File: src/rtl/spw_pkg.sv
package spw_pkg;
  localparam int CODE_W   = 4;
  localparam int SKIP_W   = 4;
  localparam int ENTRY_W  = CODE_W + SKIP_W;
  localparam int CB_DEPTH = 1 << CODE_W;

  localparam logic [1:0] LD_CODEBOOK = 2'd0;
  localparam logic [1:0] LD_POINTER  = 2'd1;
  localparam logic [1:0] LD_ENTRY    = 2'd2;

  typedef enum logic [1:0] {
    WS_IDLE  = 2'd0,
    WS_FETCH = 2'd1,
    WS_WALK  = 2'd2
  } walk_state_e;
endpackage

File: src/rtl/spw_ptr_banks.sv
module spw_ptr_banks #(
  parameter int NUM_COLS = 8,
  parameter int PTR_W    = 7,
  parameter int LD_AW    = 8,
  parameter int LD_DW    = 16
) (
  input  logic                        clk,
  input  logic                        ld_en,
  input  logic [1:0]                  ld_sel,
  input  logic [LD_AW-1:0]            ld_addr,
  input  logic [LD_DW-1:0]            ld_data,
  input  logic                        rd_en,
  input  logic [$clog2(NUM_COLS)-1:0] rd_col,
  output logic [PTR_W-1:0]            start_ptr,
  output logic [PTR_W-1:0]            end_ptr
);
  import spw_pkg::*;

  localparam int COL_W  = $clog2(NUM_COLS);
  localparam int BANK_D = NUM_COLS / 2 + 1;
  localparam int BA_W   = (BANK_D > 1) ? $clog2(BANK_D) : 1;

  logic [COL_W:0]               col_ext;
  logic [COL_W:0]               col_nxt;
  logic [1:0][BA_W-1:0]         bank_ra;
  logic [1:0][PTR_W-1:0]        bank_q;
  logic                         par_q;

  // Bank 0 holds even pointer indices, bank 1 odd ones. The even bank is
  // read at (c+1)>>1 and the odd bank at c>>1, so for any column the two
  // bounds sit in different banks.
  assign col_ext    = {1'b0, rd_col};
  assign col_nxt    = col_ext + {{COL_W{1'b0}}, 1'b1};
  assign bank_ra[0] = BA_W'(col_nxt >> 1);
  assign bank_ra[1] = BA_W'(col_ext >> 1);

  generate
    for (genvar g = 0; g < 2; g++) begin : g_bank
      logic [PTR_W-1:0] mem [BANK_D];
      logic [PTR_W-1:0] q;
      always_ff @(posedge clk) begin
        if (ld_en && ld_sel == LD_POINTER && ld_addr[0] == 1'(g))
          mem[ld_addr[BA_W:1]] <= ld_data[PTR_W-1:0];
        if (rd_en)
          q <= mem[bank_ra[g]];
      end
      assign bank_q[g] = q;
    end
  endgenerate

  always_ff @(posedge clk) begin
    if (rd_en) par_q <= rd_col[0];
  end

  assign start_ptr = par_q ? bank_q[1] : bank_q[0];
  assign end_ptr   = par_q ? bank_q[0] : bank_q[1];
endmodule

File: src/rtl/spw_walker.sv
module spw_walker #(
  parameter int NUM_COLS    = 8,
  parameter int ENTRY_DEPTH = 64,
  parameter int PTR_W       = 7,
  parameter int ACT_W       = 16,
  parameter int LD_AW       = 8,
  parameter int LD_DW       = 16
) (
  input  logic                        clk,
  input  logic                        rst_n,
  input  logic                        in_valid,
  output logic                        in_ready,
  input  logic [$clog2(NUM_COLS)-1:0] in_col,
  input  logic [ACT_W-1:0]            in_act,
  input  logic                        ld_en,
  input  logic [1:0]                  ld_sel,
  input  logic [LD_AW-1:0]            ld_addr,
  input  logic [LD_DW-1:0]            ld_data,
  output logic                        iss_valid,
  output logic                        iss_first,
  output logic [spw_pkg::ENTRY_W-1:0] iss_entry,
  output logic [ACT_W-1:0]            iss_act
);
  import spw_pkg::*;

  localparam int EA_W = $clog2(ENTRY_DEPTH);
  localparam logic [PTR_W-1:0] PTR_ONE = PTR_W'(1);

  walk_state_e        state;
  logic [PTR_W-1:0]   rd_addr;
  logic [PTR_W-1:0]   rd_next;
  logic [PTR_W-1:0]   start_ptr;
  logic [PTR_W-1:0]   end_ptr;
  logic [ACT_W-1:0]   act_q;
  logic               first_q;
  logic               accept;
  logic [ENTRY_W-1:0] entry_mem [ENTRY_DEPTH];

  assign in_ready = (state == WS_IDLE);
  assign accept   = in_valid && in_ready;
  assign rd_next  = rd_addr + PTR_ONE;

  spw_ptr_banks #(
    .NUM_COLS (NUM_COLS),
    .PTR_W    (PTR_W),
    .LD_AW    (LD_AW),
    .LD_DW    (LD_DW)
  ) ptr_i (
    .clk       (clk),
    .ld_en     (ld_en),
    .ld_sel    (ld_sel),
    .ld_addr   (ld_addr),
    .ld_data   (ld_data),
    .rd_en     (accept),
    .rd_col    (in_col),
    .start_ptr (start_ptr),
    .end_ptr   (end_ptr)
  );

  always_ff @(posedge clk) begin
    if (ld_en && ld_sel == LD_ENTRY)
      entry_mem[ld_addr[EA_W-1:0]] <= ld_data[ENTRY_W-1:0];
    if (state == WS_WALK)
      iss_entry <= entry_mem[rd_addr[EA_W-1:0]];
  end

  always_ff @(posedge clk or negedge rst_n) begin
    if (!rst_n) begin
      state     <= WS_IDLE;
      rd_addr   <= '0;
      act_q     <= '0;
      first_q   <= 1'b0;
      iss_valid <= 1'b0;
      iss_first <= 1'b0;
      iss_act   <= '0;
    end else begin
      iss_valid <= 1'b0;
      unique case (state)
        WS_IDLE: begin
          if (accept) begin
            act_q <= in_act;
            state <= WS_FETCH;
          end
        end
        WS_FETCH: begin
          rd_addr <= start_ptr;
          first_q <= 1'b1;
          state   <= (start_ptr == end_ptr) ? WS_IDLE : WS_WALK;
        end
        WS_WALK: begin
          iss_valid <= 1'b1;
          iss_first <= first_q;
          iss_act   <= act_q;
          first_q   <= 1'b0;
          rd_addr   <= rd_next;
          if (rd_next == end_ptr) state <= WS_IDLE;
        end
        default: state <= WS_IDLE;
      endcase
    end
  end

  // a taken request closes the handshake for the next cycle.
  assert_busy_after_accept_R2: assert property (
    @(posedge clk) disable iff (!rst_n)
    (in_valid && in_ready) |=> !in_ready);

  // the read address never reaches the end bound while walking.
  assert_addr_in_bounds_R3: assert property (
    @(posedge clk) disable iff (!rst_n)
    (state == WS_WALK) |-> (rd_addr < end_ptr));

  // one entry address per cycle until the last one.
  assert_walk_step_R10: assert property (
    @(posedge clk) disable iff (!rst_n)
    (state == WS_WALK && rd_next != end_ptr) |=>
      (state == WS_WALK && rd_addr == $past(rd_addr) + PTR_ONE));
endmodule

File: src/rtl/spw_decode.sv
module spw_decode #(
  parameter int NUM_ROWS = 32,
  parameter int WEIGHT_W = 16,
  parameter int ACT_W    = 16,
  parameter int LD_AW    = 8,
  parameter int LD_DW    = 16,
  parameter int CUR_W    = 16
) (
  input  logic                        clk,
  input  logic                        rst_n,
  input  logic                        ld_en,
  input  logic [1:0]                  ld_sel,
  input  logic [LD_AW-1:0]            ld_addr,
  input  logic [LD_DW-1:0]            ld_data,
  input  logic                        e_valid,
  input  logic                        e_first,
  input  logic [spw_pkg::ENTRY_W-1:0] e_entry,
  input  logic [ACT_W-1:0]            e_act,
  output logic                        m_valid,
  output logic [$clog2(NUM_ROWS)-1:0] m_row,
  output logic [WEIGHT_W-1:0]         m_w,
  output logic [ACT_W-1:0]            m_act
);
  import spw_pkg::*;

  localparam int ROW_W = $clog2(NUM_ROWS);
  localparam logic [CUR_W-1:0] ROWS_C  = CUR_W'(NUM_ROWS);
  localparam logic [CUR_W-1:0] CUR_ONE = CUR_W'(1);

  logic [WEIGHT_W-1:0] codebook [CB_DEPTH];
  logic [CODE_W-1:0]   e_code;
  logic [SKIP_W-1:0]   e_skip;
  logic                e_pad;
  logic [CUR_W-1:0]    cursor;
  logic [CUR_W-1:0]    base;
  logic [CUR_W-1:0]    target;
  logic                in_range;

  assign e_code   = e_entry[ENTRY_W-1:SKIP_W];
  assign e_skip   = e_entry[SKIP_W-1:0];
  assign e_pad    = (e_code == '0) && (e_skip == '1);
  assign base     = e_first ? '0 : cursor;
  assign target   = base + CUR_W'(e_skip);
  assign in_range = target < ROWS_C;

  // Codebook lookup is its own registered stage.
  always_ff @(posedge clk) begin
    if (ld_en && ld_sel == LD_CODEBOOK)
      codebook[ld_addr[CODE_W-1:0]] <= ld_data[WEIGHT_W-1:0];
    if (e_valid) begin
      m_w   <= codebook[e_code];
      m_row <= target[ROW_W-1:0];
      m_act <= e_act;
    end
  end

  always_ff @(posedge clk or negedge rst_n) begin
    if (!rst_n) begin
      cursor  <= '0;
      m_valid <= 1'b0;
    end else begin
      m_valid <= e_valid && !e_pad && in_range;
      if (e_valid) cursor <= target + CUR_ONE;
    end
  end

  // a padding entry never reaches the multiply-accumulate stage.
  assert_pad_no_mac_R6: assert property (
    @(posedge clk) disable iff (!rst_n)
    (e_valid && e_pad) |=> !m_valid);

  // the first entry of a column lands on its own skip value.
  assert_cursor_restart_R5: assert property (
    @(posedge clk) disable iff (!rst_n)
    (e_valid && e_first && !e_pad && CUR_W'(e_skip) < ROWS_C) |=>
      (m_valid && CUR_W'(m_row) == CUR_W'($past(e_skip))));
endmodule

File: src/rtl/spw_acc_bank.sv
module spw_acc_bank #(
  parameter int NUM_ROWS = 32,
  parameter int WEIGHT_W = 16,
  parameter int ACT_W    = 16,
  parameter int ACC_W    = 32
) (
  input  logic                        clk,
  input  logic                        rst_n,
  input  logic                        m_valid,
  input  logic [$clog2(NUM_ROWS)-1:0] m_row,
  input  logic [WEIGHT_W-1:0]         m_w,
  input  logic [ACT_W-1:0]            m_act,
  output logic [NUM_ROWS*ACC_W-1:0]   acc_flat
);
  localparam int PROD_W = WEIGHT_W + ACT_W;

  logic signed [PROD_W-1:0] prod;
  logic signed [ACC_W-1:0]  prod_ext;

  assign prod     = $signed(m_w) * $signed(m_act);
  assign prod_ext = ACC_W'(prod);

  generate
    for (genvar r = 0; r < NUM_ROWS; r++) begin : g_row
      logic [ACC_W-1:0] acc;
      always_ff @(posedge clk or negedge rst_n) begin
        if (!rst_n)
          acc <= '0;
        else if (m_valid && m_row == r[$clog2(NUM_ROWS)-1:0])
          acc <= acc + prod_ext;
      end
      assign acc_flat[r*ACC_W +: ACC_W] = acc;
    end
  endgenerate

  // no accumulator moves without an applied entry.
  assert_acc_hold_R3: assert property (
    @(posedge clk) disable iff (!rst_n)
    !m_valid |=> $stable(acc_flat));
endmodule

File: src/rtl/spw_sparse_col_mac.sv
module spw_sparse_col_mac #(
  parameter int NUM_ROWS    = 32,
  parameter int NUM_COLS    = 8,
  parameter int ENTRY_DEPTH = 64,
  parameter int WEIGHT_W    = 16,
  parameter int ACT_W       = 16,
  parameter int ACC_W       = 32,
  parameter int LD_AW       = 8,
  parameter int LD_DW       = 16
) (
  input  logic                        clk,
  input  logic                        rst_n,
  input  logic                        in_valid,
  output logic                        in_ready,
  input  logic [$clog2(NUM_COLS)-1:0] in_col,
  input  logic [ACT_W-1:0]            in_act,
  input  logic                        ld_en,
  input  logic [1:0]                  ld_sel,
  input  logic [LD_AW-1:0]            ld_addr,
  input  logic [LD_DW-1:0]            ld_data,
  output logic [NUM_ROWS*ACC_W-1:0]   acc_flat
);
  import spw_pkg::*;

  localparam int PTR_W = $clog2(ENTRY_DEPTH + 1);
  localparam int ROW_W = $clog2(NUM_ROWS);

  logic               iss_valid;
  logic               iss_first;
  logic [ENTRY_W-1:0] iss_entry;
  logic [ACT_W-1:0]   iss_act;
  logic               m_valid;
  logic [ROW_W-1:0]   m_row;
  logic [WEIGHT_W-1:0] m_w;
  logic [ACT_W-1:0]   m_act;

  spw_walker #(
    .NUM_COLS    (NUM_COLS),
    .ENTRY_DEPTH (ENTRY_DEPTH),
    .PTR_W       (PTR_W),
    .ACT_W       (ACT_W),
    .LD_AW       (LD_AW),
    .LD_DW       (LD_DW)
  ) walk_i (
    .clk       (clk),
    .rst_n     (rst_n),
    .in_valid  (in_valid),
    .in_ready  (in_ready),
    .in_col    (in_col),
    .in_act    (in_act),
    .ld_en     (ld_en),
    .ld_sel    (ld_sel),
    .ld_addr   (ld_addr),
    .ld_data   (ld_data),
    .iss_valid (iss_valid),
    .iss_first (iss_first),
    .iss_entry (iss_entry),
    .iss_act   (iss_act)
  );

  spw_decode #(
    .NUM_ROWS (NUM_ROWS),
    .WEIGHT_W (WEIGHT_W),
    .ACT_W    (ACT_W),
    .LD_AW    (LD_AW),
    .LD_DW    (LD_DW),
    .CUR_W    (16)
  ) dec_i (
    .clk     (clk),
    .rst_n   (rst_n),
    .ld_en   (ld_en),
    .ld_sel  (ld_sel),
    .ld_addr (ld_addr),
    .ld_data (ld_data),
    .e_valid (iss_valid),
    .e_first (iss_first),
    .e_entry (iss_entry),
    .e_act   (iss_act),
    .m_valid (m_valid),
    .m_row   (m_row),
    .m_w     (m_w),
    .m_act   (m_act)
  );

  spw_acc_bank #(
    .NUM_ROWS (NUM_ROWS),
    .WEIGHT_W (WEIGHT_W),
    .ACT_W    (ACT_W),
    .ACC_W    (ACC_W)
  ) acc_i (
    .clk      (clk),
    .rst_n    (rst_n),
    .m_valid  (m_valid),
    .m_row    (m_row),
    .m_w      (m_w),
    .m_act    (m_act),
    .acc_flat (acc_flat)
  );
endmodule

File: config.mk
export PLATFORM = sky130hd
export DESIGN_NAME = spw_sparse_col_mac
export DESIGN_NICKNAME = d
export VERILOG_FILES = /design/src/rtl/spw_pkg.sv /design/src/rtl/spw_ptr_banks.sv /design/src/rtl/spw_walker.sv /design/src/rtl/spw_decode.sv /design/src/rtl/spw_acc_bank.sv /design/src/rtl/spw_sparse_col_mac.sv
export SDC_FILE = /design/constraint.sdc
export NUM_CORES = 2
export LEC_CHECK = 0
export BUFFER_PORTS_ARGS = -buffer_cell sky130_fd_sc_hd__buf_2
export CAP_MARGIN = 20
export CORE_MARGIN = 2
export CORE_UTILIZATION = 56
export CTS_CLUSTER_DIAMETER = 80
export DETAILED_ROUTE_END_ITERATION = 7
export PLACE_DENSITY = 0.86
export SLEW_MARGIN = 0
export SYNTH_ARGS = -nofsm -noshare
export SYNTH_HDL_FRONTEND = slang
export SYNTH_SLANG_ARGS = --single-unit
File: constraint.sdc
create_clock -name clk -period 11.31 [get_ports clk]
set_clock_uncertainty 0.05 [all_clocks]
set_input_delay 2.262 -clock clk [delete_from_list [all_inputs] [get_ports clk]]
set_output_delay 2.262 -clock clk [all_outputs]
set_load 0.03 [all_outputs]
==> reports/results.ini <==
[finish]
ff_latch_area_um2=53900
drive_above_1_share_pct=15.3
filler_cell_count=17233
multi_input_area_um2=72200
area_growth_syn_to_layout_pct=13.2
nets=14848

[route]
routed_wl_mm=457
dr_total_vias=105252
drc=0
routedWlPerCell_um=27.6
first_pass_iters=7
drt_iter0_markers=10831
vias_per_cell=6.36
ant_nets=0

[synth]
async_flop_share_pct=54.9
netlist.area_leader.share_pct=21.1
netlist_area_um2=129000
ys_types=91
yosysSeqAreaShare_pct=41.8
synth-main-ff-cell=dfrtp_1
synth_edf_count=891
synthTopCellsByCount=1,546 x nand2_1, 1,249 x o21ai_0, 1,148 x ha_1
synthMostInstantiatedCell=nand2_1
synth.avg_cell_area_um2=10.5
yosys.area.top_type=dfrtp_1
synth_area_leaders=dfrtp_1 21%, edfxtp_1 21%, ha_1 11%
syn_nets=13752
ys_ff_latch=1976
ys_warn_count=0
syn_inst=12260

[clocking]
clockBufferDepth=3
numCtsBuffers=212
cts_hold_buf=0
cts_setup_buffers=0
worstSkewPairLatency_ns=0.91
htree_num_levels=4
cts.clk_slew.worst_paths_ns=0.07
cts-root-buf=clkbuf_16
post_cts_resized=0
cts_tree=built
cts.sinks=1976

[sta]
slew-limit-headroom_pct=17.7
min_period_over_period_pct=87.4
rsz0062_at_grt=false
clock.fmax_mhz=101
setup_ws_ns=1.43
hold_violations=0
period_minus_slack_ns=9.88
max_slew.worst_pin.slew_ns=1.23
setup_viol=0
slew_viol_final=0
hold_ws_ns=0.406
fin_setup_tns_ns=0

[global_route]
antenna_found_initial=18
grt.total_usage_pct=38.2
grt_pass1_wl_mm=663
grt_pass1_vias=100174
grt_overflow=0
grt_max_degree=173

[worst_hold_path]
hp-start=walk_i.iss_act[7]
hold_class=reg2reg

[worst_setup_path]
worst_path_dominant_cell_family=adder cells
required_ns=12.04
cp_num_buf_inv=6
endpoint_kind=flip-flop
crit_top_cell=fa_1
timing.rr.start=dec_i.m_act[7]
cp.arrival_ns=10.61
critPathMaxFanout=29
crit_path_start=dec_i.m_act[7]
start_kind=flip-flop
cpMaxStageDelayCell=edfxtp_1
worst-setup-path-type=reg2reg
slowest_delay_ns=0.84

[place]
gp_congestion=1.00
numPortBuffers=1071
dp_slack_ns=1.51
dpl.hpwl_mm=322

[floorplan]
core_um2=229000
io_pins=1074
die_w_um=484
die_h_um=484
initial_utilization_pct=56.2
rows=176
dieArea_um2=234000

[outcome]
status=finished, final reports clean

[job]
drv_cap=0

## routing by layer
metal	global-route usage, %	vias to the layer above	part of all wire (%)
li1	-	46958	-
met2	58.5	5975	44
met5	0	-	0.0048
met3	12.3	1793	12
met1	43.9	50522	34
met4	31.5	4	10
## kinds of logic (layout without fill, tap and decap cells)
group	after synthesis	after routing	synth area share, %
adder cells (fa/ha/maj)	1443	1443	15.7
multiplexers	405	405	5.81
other	0	5	0
XOR/XNOR	962	962	6.55
flip-flops	1976	1976	41.8
AND/OR/NAND/NOR	3226	3226	11.3
buffers and inverters	832	2101	2.44
AO/OA/AOI/OAI	3416	3416	16.3
## worst register-to-register path, delay by kind of cell (launching register included)
kind,cells,cell delay (ns)
compound gates,11,2.83
xor+xnor,3,0.81
fa+ha+maj,8,4.08
buf+inv,6,0.75
flops,1,0.84
simple gates,3,0.39
## metrics by stage
stage	std cells	instance area, µm²	utilization, %
finish	16560	146000	63.6
global route	16555	146000	63.6
CTS	16544	146000	63.5
detailed placement	16157	138000	60.3
global placement	16156	138000	60.3
floorplan	12260	129000	-
## worst paths after layout
kind,slack [ns],depth (start not counted),endpoint
min reg2reg,0.41,0,dec_i.m_act[7]
min in group asynchronous,1.26,1,acc_i.g_row[5].acc[7]
max in group asynchronous,7.56,3,acc_i.g_row[18].acc[14]
max reg2reg,1.43,31,acc_i.g_row[26].acc[31]
min,0.41,0,dec_i.m_act[7]
max,1.43,31,acc_i.g_row[26].acc[31]
## state kept, by name, indices dropped and copies added (netlist names), 2 cells and up
name / count
acc_i.g_row.acc: 1024
walk_i.ptr_i.g_bank.q: 14
dec_i.codebook: 256
walk_i.ptr_i.g_bank.mem: 63
walk_i.entry_mem: 512
walk_i.iss_entry: 8
walk_i.state: 2
dec_i.cursor: 16
dec_i.m_w: 16
walk_i.rd_addr: 7
walk_i.act_q: 16
dec_i.m_act: 16
walk_i.iss_act: 16
dec_i.m_row: 5
## cell usage in the layout, fill, tap and decap left out, types with 168 or more instances in the layout
cell type and instances:
nand2_1 1518, o21ai_0 1249, ha_1 1144, dfrtp_1 1081, buf_2 1070, edfxtp_1 891, a21oi_1 779, nor2_1 569
inv_1 500, xnor2_1 474, xor2_1 462, a21o_1 419, fa_1 295, mux4_2 262, clkbuf_16 215, nand3_1 187
and2_1 168
## layout make-up
class                      instances  area share, %
antenna                            5        0.00858
clock buffer                     275           3.98
clock inverter                   112          0.972
inverter                         501           1.29
multi-input combinational       9452           49.5
sequential                      1976           37.0
tap                             3026           2.60
timing repair buffer            1213           4.65
Power is not shown: default switching activity piles up to over one toggle a cycle in this logic, so the estimate is an artifact.
